$ cat src/rtl/led_scan_pkg.sv
package led_scan_pkg;
    localparam int NIB_W   = 4;
    localparam int COM_W   = 4;
    localparam int COMS8   = 8;
    localparam int COMS16  = 16;

    typedef enum logic [1:0] {
        F_IDLE  = 2'd0,
        F_FILL  = 2'd1,
        F_DRAIN = 2'd2,
        F_HOLD  = 2'd3
    } fetch_state_t;
endpackage

$ cat src/rtl/led_scan_timer.sv
module led_scan_timer #(
    parameter int SLOT8_TICKS  = 320,
    parameter int SLOT16_TICKS = 160,
    parameter int BLINK_TICKS  = 64000
) (
    input  logic       clk,
    input  logic       rst_n,
    input  logic       scan_en,
    input  logic       run,
    input  logic       blink_en,
    input  logic       mode16,
    output logic       slot_end,
    output logic [3:0] step,
    output logic       blink_on
);
    localparam int STEP8   = SLOT8_TICKS / 16;
    localparam int STEP16  = SLOT16_TICKS / 16;
    localparam int STEPMAX = (STEP8 > STEP16) ? STEP8 : STEP16;
    localparam int SUB_W   = $clog2(STEPMAX) + 1;
    localparam int BL_W    = $clog2(BLINK_TICKS) + 1;

    logic [SUB_W-1:0] sub_q;
    logic [SUB_W-1:0] step_last;
    logic [BL_W-1:0]  blink_q;
    logic             sub_wrap;

    assign step_last = mode16 ? SUB_W'(STEP16 - 1) : SUB_W'(STEP8 - 1);
    assign sub_wrap  = (sub_q == step_last);
    assign slot_end  = scan_en && sub_wrap && (step == 4'hF);

    always_ff @(posedge clk or negedge rst_n) begin
        if (!rst_n) begin
            sub_q <= '0;
            step  <= '0;
        end else if (!scan_en) begin
            sub_q <= '0;
            step  <= '0;
        end else if (sub_wrap) begin
            sub_q <= '0;
            step  <= step + 4'd1;
        end else begin
            sub_q <= sub_q + SUB_W'(1);
        end
    end

    always_ff @(posedge clk or negedge rst_n) begin
        if (!rst_n) begin
            blink_q  <= '0;
            blink_on <= 1'b1;
        end else if (!(run && blink_en)) begin
            blink_q  <= '0;
            blink_on <= 1'b1;
        end else if (blink_q == BL_W'(BLINK_TICKS - 1)) begin
            blink_q  <= '0;
            blink_on <= ~blink_on;
        end else begin
            blink_q <= blink_q + BL_W'(1);
        end
    end
endmodule

$ cat src/rtl/led_scan_fetch.sv
module led_scan_fetch
    import led_scan_pkg::*;
#(
    parameter int ROWS8  = 32,
    parameter int ROWS16 = 24,
    parameter int ADDR_W = 7
) (
    input  logic              clk,
    input  logic              rst_n,
    input  logic              run,
    input  logic              mode16,
    input  logic              slot_end,
    input  logic [NIB_W-1:0]  ram_rdata,
    output logic [ADDR_W-1:0] ram_raddr,
    output logic [ROWS8-1:0]  disp_col,
    output logic [COM_W-1:0]  disp_com,
    output logic              showing,
    output fetch_state_t      state
);
    localparam int ROW_W = $clog2(ROWS8);

    fetch_state_t       state_nxt;
    logic [ROW_W-1:0]   row_q;
    logic [ROW_W-1:0]   row_last;
    logic [COM_W-1:0]   fcom_q;
    logic [COM_W-1:0]   fcom_next;
    logic [ROWS8-1:0]   shadow_q;
    logic               cap_valid;
    logic [ROW_W-1:0]   cap_row;
    logic [1:0]         cap_bit;
    logic               do_swap;

    assign row_last  = mode16 ? ROW_W'(ROWS16 - 1) : ROW_W'(ROWS8 - 1);
    assign fcom_next = mode16 ? fcom_q + COM_W'(1) : {1'b0, fcom_q[2:0] + 3'd1};
    assign ram_raddr = mode16 ? ADDR_W'({row_q, fcom_q[3:2]})
                              : ADDR_W'({row_q, fcom_q[2]});
    assign do_swap   = (state == F_HOLD) && (!showing || slot_end);

    always_comb begin
        state_nxt = state;
        unique case (state)
            F_IDLE:  if (run) state_nxt = F_FILL;
            F_FILL:  if (row_q == row_last) state_nxt = F_DRAIN;
            F_DRAIN: state_nxt = F_HOLD;
            F_HOLD:  if (do_swap) state_nxt = F_FILL;
            default: state_nxt = F_IDLE;
        endcase
        if (!run) state_nxt = F_IDLE;
    end

    always_ff @(posedge clk or negedge rst_n) begin
        if (!rst_n) state <= F_IDLE;
        else        state <= state_nxt;
    end

    always_ff @(posedge clk or negedge rst_n) begin
        if (!rst_n) begin
            row_q     <= '0;
            fcom_q    <= '0;
            shadow_q  <= '0;
            cap_valid <= 1'b0;
            cap_row   <= '0;
            cap_bit   <= '0;
            disp_col  <= '0;
            disp_com  <= '0;
            showing   <= 1'b0;
        end else begin
            cap_valid <= run && (state == F_FILL);
            cap_row   <= row_q;
            cap_bit   <= fcom_q[1:0];
            if (cap_valid) shadow_q[cap_row] <= ram_rdata[cap_bit];
            if (!run || state == F_IDLE) begin
                row_q   <= '0;
                fcom_q  <= '0;
                showing <= 1'b0;
            end else if (state == F_FILL) begin
                row_q <= row_q + ROW_W'(1);
            end else if (do_swap) begin
                disp_col <= shadow_q;
                disp_com <= fcom_q;
                showing  <= 1'b1;
                fcom_q   <= fcom_next;
                row_q    <= '0;
            end
        end
    end
endmodule

$ cat src/rtl/led_scan_drive.sv
module led_scan_drive
    import led_scan_pkg::*;
#(
    parameter int ROWS8       = 32,
    parameter int ROWS16      = 24,
    parameter bit ACTIVE_HIGH = 1'b1
) (
    input  logic              clk,
    input  logic              rst_n,
    input  logic              run,
    input  logic              showing,
    input  logic              blink_on,
    input  logic [3:0]        step,
    input  logic [3:0]        level,
    input  logic              mode16,
    input  logic [ROWS8-1:0]  disp_col,
    input  logic [COM_W-1:0]  disp_com,
    output logic [ROWS8-1:0]  row_drv,
    output logic [COMS8-1:0]  com_drv
);
    localparam logic INV = ~ACTIVE_HIGH;

    logic              lit;
    logic [COMS16-1:0] com_vec;
    logic [ROWS8-1:0]  row_nxt;

    assign lit     = run && showing && blink_on && (step <= level);
    assign com_vec = lit ? (COMS16'(1) << disp_com) : '0;

    for (genvar n = 0; n < ROWS8; n++) begin : g_row
        if (n < ROWS16) begin : g_pix
            assign row_nxt[n] = disp_col[n] & lit;
        end else begin : g_shared
            assign row_nxt[n] = mode16 ? com_vec[COMS16 - 1 - (n - ROWS16)]
                                       : (disp_col[n] & lit);
        end
    end

    always_ff @(posedge clk or negedge rst_n) begin
        if (!rst_n) begin
            row_drv <= {ROWS8{INV}};
            com_drv <= {COMS8{INV}};
        end else begin
            row_drv <= row_nxt ^ {ROWS8{INV}};
            com_drv <= com_vec[COMS8-1:0] ^ {COMS8{INV}};
        end
    end
endmodule

$ cat src/rtl/led_scan_top.sv
module led_scan_top
    import led_scan_pkg::*;
#(
    parameter int SLOT8_TICKS  = 320,
    parameter int SLOT16_TICKS = 160,
    parameter int BLINK_TICKS  = 64000,
    parameter bit ACTIVE_HIGH  = 1'b1,
    parameter int ADDR_W       = 7,
    parameter int ROWS8        = 32,
    parameter int ROWS16       = 24
) (
    input  logic              clk,
    input  logic              rst_n,
    input  logic              sys_en,
    input  logic              led_en,
    input  logic              blink_en,
    input  logic              com16_sel,
    input  logic [3:0]        pwm_level,
    input  logic [NIB_W-1:0]  ram_rdata,
    output logic [ADDR_W-1:0] ram_raddr,
    output logic [ROWS8-1:0]  row_drv,
    output logic [COMS8-1:0]  com_drv
);
    logic               run;
    logic               mode_q;
    logic               slot_end;
    logic [3:0]         step;
    logic               blink_on;
    logic               showing;
    logic [ROWS8-1:0]   disp_col;
    logic [COM_W-1:0]   disp_com;
    fetch_state_t       fstate;

    assign run = sys_en && led_en;

    always_ff @(posedge clk or negedge rst_n) begin
        if (!rst_n)   mode_q <= 1'b0;
        else if (!run) mode_q <= com16_sel;
    end

    led_scan_timer #(
        .SLOT8_TICKS (SLOT8_TICKS),
        .SLOT16_TICKS(SLOT16_TICKS),
        .BLINK_TICKS (BLINK_TICKS)
    ) u_timer (
        .clk     (clk),
        .rst_n   (rst_n),
        .scan_en (run && showing),
        .run     (run),
        .blink_en(blink_en),
        .mode16  (mode_q),
        .slot_end(slot_end),
        .step    (step),
        .blink_on(blink_on)
    );

    led_scan_fetch #(
        .ROWS8 (ROWS8),
        .ROWS16(ROWS16),
        .ADDR_W(ADDR_W)
    ) u_fetch (
        .clk      (clk),
        .rst_n    (rst_n),
        .run      (run),
        .mode16   (mode_q),
        .slot_end (slot_end),
        .ram_rdata(ram_rdata),
        .ram_raddr(ram_raddr),
        .disp_col (disp_col),
        .disp_com (disp_com),
        .showing  (showing),
        .state    (fstate)
    );

    led_scan_drive #(
        .ROWS8      (ROWS8),
        .ROWS16     (ROWS16),
        .ACTIVE_HIGH(ACTIVE_HIGH)
    ) u_drive (
        .clk     (clk),
        .rst_n   (rst_n),
        .run     (run),
        .showing (showing),
        .blink_on(blink_on),
        .step    (step),
        .level   (pwm_level),
        .mode16  (mode_q),
        .disp_col(disp_col),
        .disp_com(disp_com),
        .row_drv (row_drv),
        .com_drv (com_drv)
    );
endmodule

$ cat config.mk
export PLATFORM = sky130hd
export DESIGN_NAME = led_scan_top
export DESIGN_NICKNAME = d
export VERILOG_FILES = /design/src/rtl/led_scan_pkg.sv /design/src/rtl/led_scan_timer.sv /design/src/rtl/led_scan_fetch.sv /design/src/rtl/led_scan_drive.sv /design/src/rtl/led_scan_top.sv
export SDC_FILE = /design/constraint.sdc
export NUM_CORES = 1
export LEC_CHECK = 0
export ABC_AREA = 1
export BUFFER_PORTS_ARGS = -buffer_cell sky130_fd_sc_hd__buf_2
export CORE_MARGIN = 2
export CORE_UTILIZATION = 55
export CTS_CLUSTER_SIZE = 40
export DETAILED_ROUTE_END_ITERATION = 12
export PLACE_DENSITY = 0.86
export SLEW_MARGIN = 10
export SYNTH_ARGS = -nofsm -noshare
export SYNTH_HDL_FRONTEND = slang
export SYNTH_SLANG_ARGS = --single-unit
$ cat constraint.sdc
create_clock -name clk -period 3.1 [get_ports clk]
set_input_delay 0.31 -clock clk [delete_from_list [all_inputs] [get_ports clk]]
set_output_delay 0.31 -clock clk [all_outputs]
set_load 0.01 [all_outputs]
### Word level (Yosys, flattened, before mapping)

Cells that the tools add are included.
W data, S select, Z words.

* register bits: 157
* logic and storage cells: 134
* output and inout port bits: 47

* $add $sub $neg: 6
* bitwise logic cells: 35
* shift-type cells: 1
* equality and inequality tests: 12
* magnitude comparators: 4
* reductions and logical operators: 20
* muxes and demuxes: 39

Operator list (count)
* $mux W17: 2
* $and A1 B1 Y1: 32
* $bwmux W32: 1
* $mux W4: 7
* $mux W5: 4
* $add A17 B1 Y17 const B: 1
* $eq A17 B16 Y1 const B: 1
* $mux W16: 1
* $shl A1 B4 Y16 const A: 1
* $mux W1: 15
* $mux W6: 2
* $logic_and A1 B1 Y1: 10
* $add A4 B1 Y4 const B: 2
* $pmux W2 S4: 1
* $mux W7: 1
* $add A6 B1 Y6 const B: 1
* $eq A6 B6 Y1: 1
* $lt A5 B6 Y1 const B: 1
* $mux W2: 3
* $ne A2 B2 Y1 const B: 3
* $ne A3 B3 Y1 const B: 2
* $add A5 B1 Y5 const B: 1
* $demux W1 S5: 1
* $eq A5 B5 Y1: 1
* 16 further kinds: 22

### Longest topological paths before layout

* depth in word-level cells: 9
* depth in mapped cells: 9
* depth with buffers taken out: 9

### By module

From an unflattened synthesis, not the netlist that was laid out.

* cell total of the unflattened synthesis: 782
* area total of the unflattened synthesis: 6931.6 um^2

Modules (own cells, without submodules)
* led_scan_fetch: cells each 421, times used 1, area each 3699.8 um^2, seq. area each 2202.1 um^2
* led_scan_drive: cells each 168, times used 1, area each 1665.3 um^2, seq. area each 1001.0 um^2
* led_scan_timer: cells each 185, times used 1, area each 1514.0 um^2, seq. area each 701.9 um^2
* led_scan_top: cells each 8, times used 1, area each 52.6 um^2, seq. area each 25.0 um^2

### Worst setup path after synthesis

OpenSTA, ideal clock, no wires.

* path type: reg2reg
* from: reg u_timer.step[1]
* to: reg u_drive.row_drv[24]
* arrival time: 1.408 ns
* period minus slack after synthesis: 1.530 ns
* cell stages (with the launch flop): 9
* slack: 1.570 ns
* cells stage by stage: dfrtp_1 -> ha_1 -> inv_1 -> o21bai_1 -> nand2_1 -> a32o_1 -> nand2_1 -> buf_2 -> nor2_1

* word-level cells in the longest chain between the ends: 4

RTL lines
* start, declared: line led_scan_timer.sv:13 `output logic [3:0] step,`
* start signal, assigned: line led_scan_timer.sv:40 `step <= step + 4'd1;`
* $le A4 B4 Y1 *: line led_scan_drive.sv:27 `assign lit = run && showing && blink_on && (step <= level);`
* $logic_and A1 B1 Y1 *: line led_scan_drive.sv:27
* $and A1 B1 Y1 or $mux W16 (tied branches): line led_scan_drive.sv:35, led_scan_drive.sv:28
* $mux W1 *: line led_scan_drive.sv:34 `assign row_nxt[n] = mode16 ? com_vec[COMS16 - 1 - (n - ROWS16)]`
* via u_drive.row_nxt[24]: line led_scan_drive.sv:25 `logic [ROWS8-1:0] row_nxt;`
* end signal, assigned: line led_scan_drive.sv:41 `row_drv <= {ROWS8{INV}};`
* end signal, assigned: line led_scan_drive.sv:44 `row_drv <= row_nxt ^ {ROWS8{INV}};`
* end, declared: line led_scan_drive.sv:18 `output logic [ROWS8-1:0] row_drv,`

The timed path passes the listed nets; every way through them passes the cells marked *.
A chain may end at the register's enable or synchronous reset.

### Worst setup path after layout

* from: reg mode_q
* to: reg u_fetch.disp_col[13]

* word-level cells in the longest chain between the ends: 7

RTL lines
* start, declared: line led_scan_top.sv:25 `logic mode_q;`
* start signal, assigned: line led_scan_top.sv:38 `else if (!run) mode_q <= com16_sel;`
* $mux W5: line led_scan_timer.sv:27 `assign step_last = mode16 ? SUB_W'(STEP16 - 1) : SUB_W'(STEP8 - 1);`
* $eq A6 B6 Y1: line led_scan_timer.sv:28 `assign sub_wrap = (sub_q == step_last);`
* $logic_and A1 B1 Y1 (2 in series): line led_scan_timer.sv:29 `assign slot_end = scan_en && sub_wrap && (step == 4'hF);`
* $logic_or A1 B1 Y1: line led_scan_fetch.sv:37 `assign do_swap = (state == F_HOLD) && (!showing || slot_end);`
* $logic_and A1 B1 Y1: line led_scan_fetch.sv:37
* $reduce_and A3 Y1 (no source line)
* end signal, assigned: line led_scan_fetch.sv:79 `disp_col <= shadow_q;`
* end, declared: line led_scan_fetch.sv:15 `output logic [ROWS8-1:0] disp_col,`

Every way passes these cells.

==> impl_metrics.toml <==
[cells_and_area]
drive_gt1_share_pct = 21.9
syn2layout_area_growth_pct = 15.8
nNetsFinal = 831
register_area_sq_um = 3930
n_fill_cell = 955
multi_input_area_sq_um = 2430
diodes = 0

[yosys]
yosys.area_share.adder_pct = 2.17
netlist_area_sq_um = 6930
synth_cell_type_count = 34
synth.area.mux_share_pct = 0
synth_top_family_by_area = "simple AND/OR/NAND/NOR gates"
async_reset_ff_share_pct = 100
synth_top_area_share_pct = 56.3
synthSimpleGateAreaFrac_pct = 20.6
yosysSeqAreaShare_pct = 56.7
synthCells = 739
avgSynthCellArea_sq_um = 9.38
synth_top_area_cell = "dfrtp_1"
synth_xor_xnor_area_share_pct = 1.77
yosys-top-cells-area = "dfrtp_1, nor2_1, inv_1"
yosys_warnings = 0
synth_commonest_cells = "dfrtp_1, nor2_1, inv_1"
ys.flop_type = "dfrtp_1"
synth-compound-area-share_pct = 10.5
yosys.cell_count.top_type = "dfrtp_1"
synth_edf_count = 0
ys_seq_elements = 157
synth_nets = 765

[timing]
slew_viol_final = 0
worst_slew_pin_slew_ns = 0.881
max_freq_mhz = 456
finalSetupViolations = 0
fin_ws_ns = 0.908
relSlewSlack_pct = 41.2
hold_violations = 14
fin_crit_ns = 2.19
totalNegativeSetupSlack_ns = 0
period_share_pct = 70.7
worst_hold_slack_ns = -0.0434
final.setup_skew_ns = 0.00803
rsz0062_at_grt = "false"

[setup_path]
cp_max_fo = 19
crit_family = "simple AND/OR/NAND/NOR gates"
arrival_ns = 2.49
worst-path-buf-inv = 2
max_stage_delay_ns = 0.58
cp_data_required_time_ns = 3.40
startpoint_type = "register"
regToRegStartpoint = "mode_q"
slowest_stage = "dfrtp_1"
worstSetupEndpointType = "register"
worstSetupPathType = "reg2reg"
rrSetupSlack_ns = 0.91
r2r-end = "u_fetch.disp_col[13]"
rr_worst_depth = 8
cp_cell_sequence = "inv_2 > a21oi_2 > nand4_2 > nand2_4 > nand3_4 > buf_4 > nand2_2 > o21ai_2"

[global_route]
grt_pass1_wl_um = 23800
grt_max_degree = 98
grt_use_total_pct = 22.5
antenna_found_initial = 0
grt_pass1_vias = 5081
grt.overflow.total = 0

[detailed_routing]
drt_iter0_drc = 396
post-route-drc-count = 0
wl_per_cell_um = 13.9
first_pass_iters = 7
drtAntennaViolNets = 0
vias = 5096
via_per_inst = 5.15
drt_wl_total_um = 13800

[clocking]
clock_sinks = 157
cts_resized = 0
cts.htree.levels = 4
clk_pin_slew_ns = 0.06
cts_hold_buf = 0
worst_skew_pair.late_latency_ns = 0.42
cts_setup_buffers = 0
cts_tree = "built"
root_buffer = "clkbuf_16"
cts_buffer_depth = 2
cts_buffers = 17

[floorplanning]
die_w_um = 116
die_h_um = 116
rows = 41
start_util_pct = 55.6
core-area_sq_um = 12500
io-pin-count = 61
die_area_sq_um = 13500

[power]
p_sw_uw = 916
netSwitchingFraction_pct = 20.3
ir_worst_vdd_v = 0.000336
pwr-share-clk_pct = 50.2
p_seq_share_pct = 46.6
p_int_uw = 3600
p_per_area_nw_per_um2 = 562
combPwrFrac_pct = 3.3
power_uw = 4510
p_leak_uw = 0.00393

[place]
dpl.hpwl_um = 8490
place_ws_ns = 0.963
gp_congestion = 0.869
portBuffers = 60

[status]
violations = "negative hold slack"
status = "complete, but fails checks"

[worst_hold_path]
hold_path_class = "in2async"

[job]
drv_cap = 0
## per-stage QoR
stage | utilization, % | area [sq um] | cells
3_3_place_gp | 59.2 | 7380 | 958
6_report | 64.4 | 8030 | 990
2_1_floorplan | - | 6930 | 739
5_1_grt | 64.4 | 8030 | 990
4_1_cts | 64.4 | 8030 | 990
3_5_place_dp | 59.2 | 7380 | 958
## state kept, by name, summed over array words and instances, names as in the netlist, 2 cells and up
| name | count |
|---|---|
| u_drive.com_drv | 8 |
| u_drive.row_drv | 32 |
| u_fetch.cap_bit | 2 |
| u_fetch.cap_row | 5 |
| u_fetch.disp_col | 32 |
| u_fetch.disp_com | 4 |
| u_fetch.fcom_q | 4 |
| u_fetch.row_q | 5 |
| u_fetch.shadow_q | 32 |
| u_fetch.state | 2 |
| u_timer.blink_q | 17 |
| u_timer.step | 4 |
| u_timer.sub_q | 6 |
## kinds of logic (layout without fill, tap and decap cells)
kind of cell    after synthesis  in the layout
compound gates              111            111
xor+xnor                     14             14
flops                       157            157
buf+inv                     136            215
simple gates                309            309
fa+ha+maj                    12             12
## layout by cell type (no fill, tap or decap), drive strengths merged
cell type / instances
a21oi: 44
a22oi: 6
a32o: 2
buf: 65
bufinv: 5
clkbuf: 22
clkinv: 3
clkinvlp: 1
dfrtp: 156
dfstp: 1
ha: 12
inv: 119
nand2: 96
nand3: 43
nand4: 10
nor2: 143
nor3: 15
nor3b: 1
nor4: 1
o21ai: 57
o21bai: 1
o31ai: 1
xnor2: 8
xor2: 6
## worst register-to-register path: cells and delay by family, from the launching register on
kind	cells	cell delay [ns]
flops	1	0.58
compound gates	2	0.27
buf+inv	2	0.56
simple gates	4	0.67
## how the worst max path moves through the flow
| stage | start | endpoint | slack [ns] | depth (start not counted) |
|---|---|---|---|---|
| floorplan | u_timer.step[1] | u_drive.row_drv[24] | 1.57 | 8 |
| finish | mode_q | u_fetch.disp_col[13] | 0.91 | 8 |
| global route | u_timer.blink_q[0] | u_timer.blink_on | 0.76 | 9 |
| detailed placement | mode_q | u_fetch.disp_col[13] | 0.96 | 8 |
| CTS | mode_q | u_fetch.disp_col[13] | 0.93 | 8 |
| global placement | mode_q | u_fetch.disp_col[13] | 1.07 | 8 |
## final cells by class
cell class	count	share of cell area (%)
sequential	157	48.9
multi-input combinational	446	30.2
clock buffer	22	5.78
inverter	118	5.51
timing repair buffer	65	4.60
tap	172	2.68
clock inverter	10	2.31
## routing by layer
layer / vias up / routed length (um) / global-route usage (%) / share of wire (%)
met5: - / 0 / 0 / 0
met4: 0 / 336 / 8.02 / 2.4
met3: 29 / 494 / 4.51 / 3.6
met2: 133 / 6990 / 38.1 / 51
met1: 2472 / 5950 / 28.9 / 43
li1: 2462 / - / - / -
## power by group through the flow
stage	registers, uW	logic (uW)	clock network, uW
final	2100	148	2260
after global routing	2110	170	2370
after CTS	2100	152	2280
after detailed placement	2140	149	0
after global placement	2140	145	0
after floorplan	2130	82.2	0
Power figures use the tool's default switching activity.
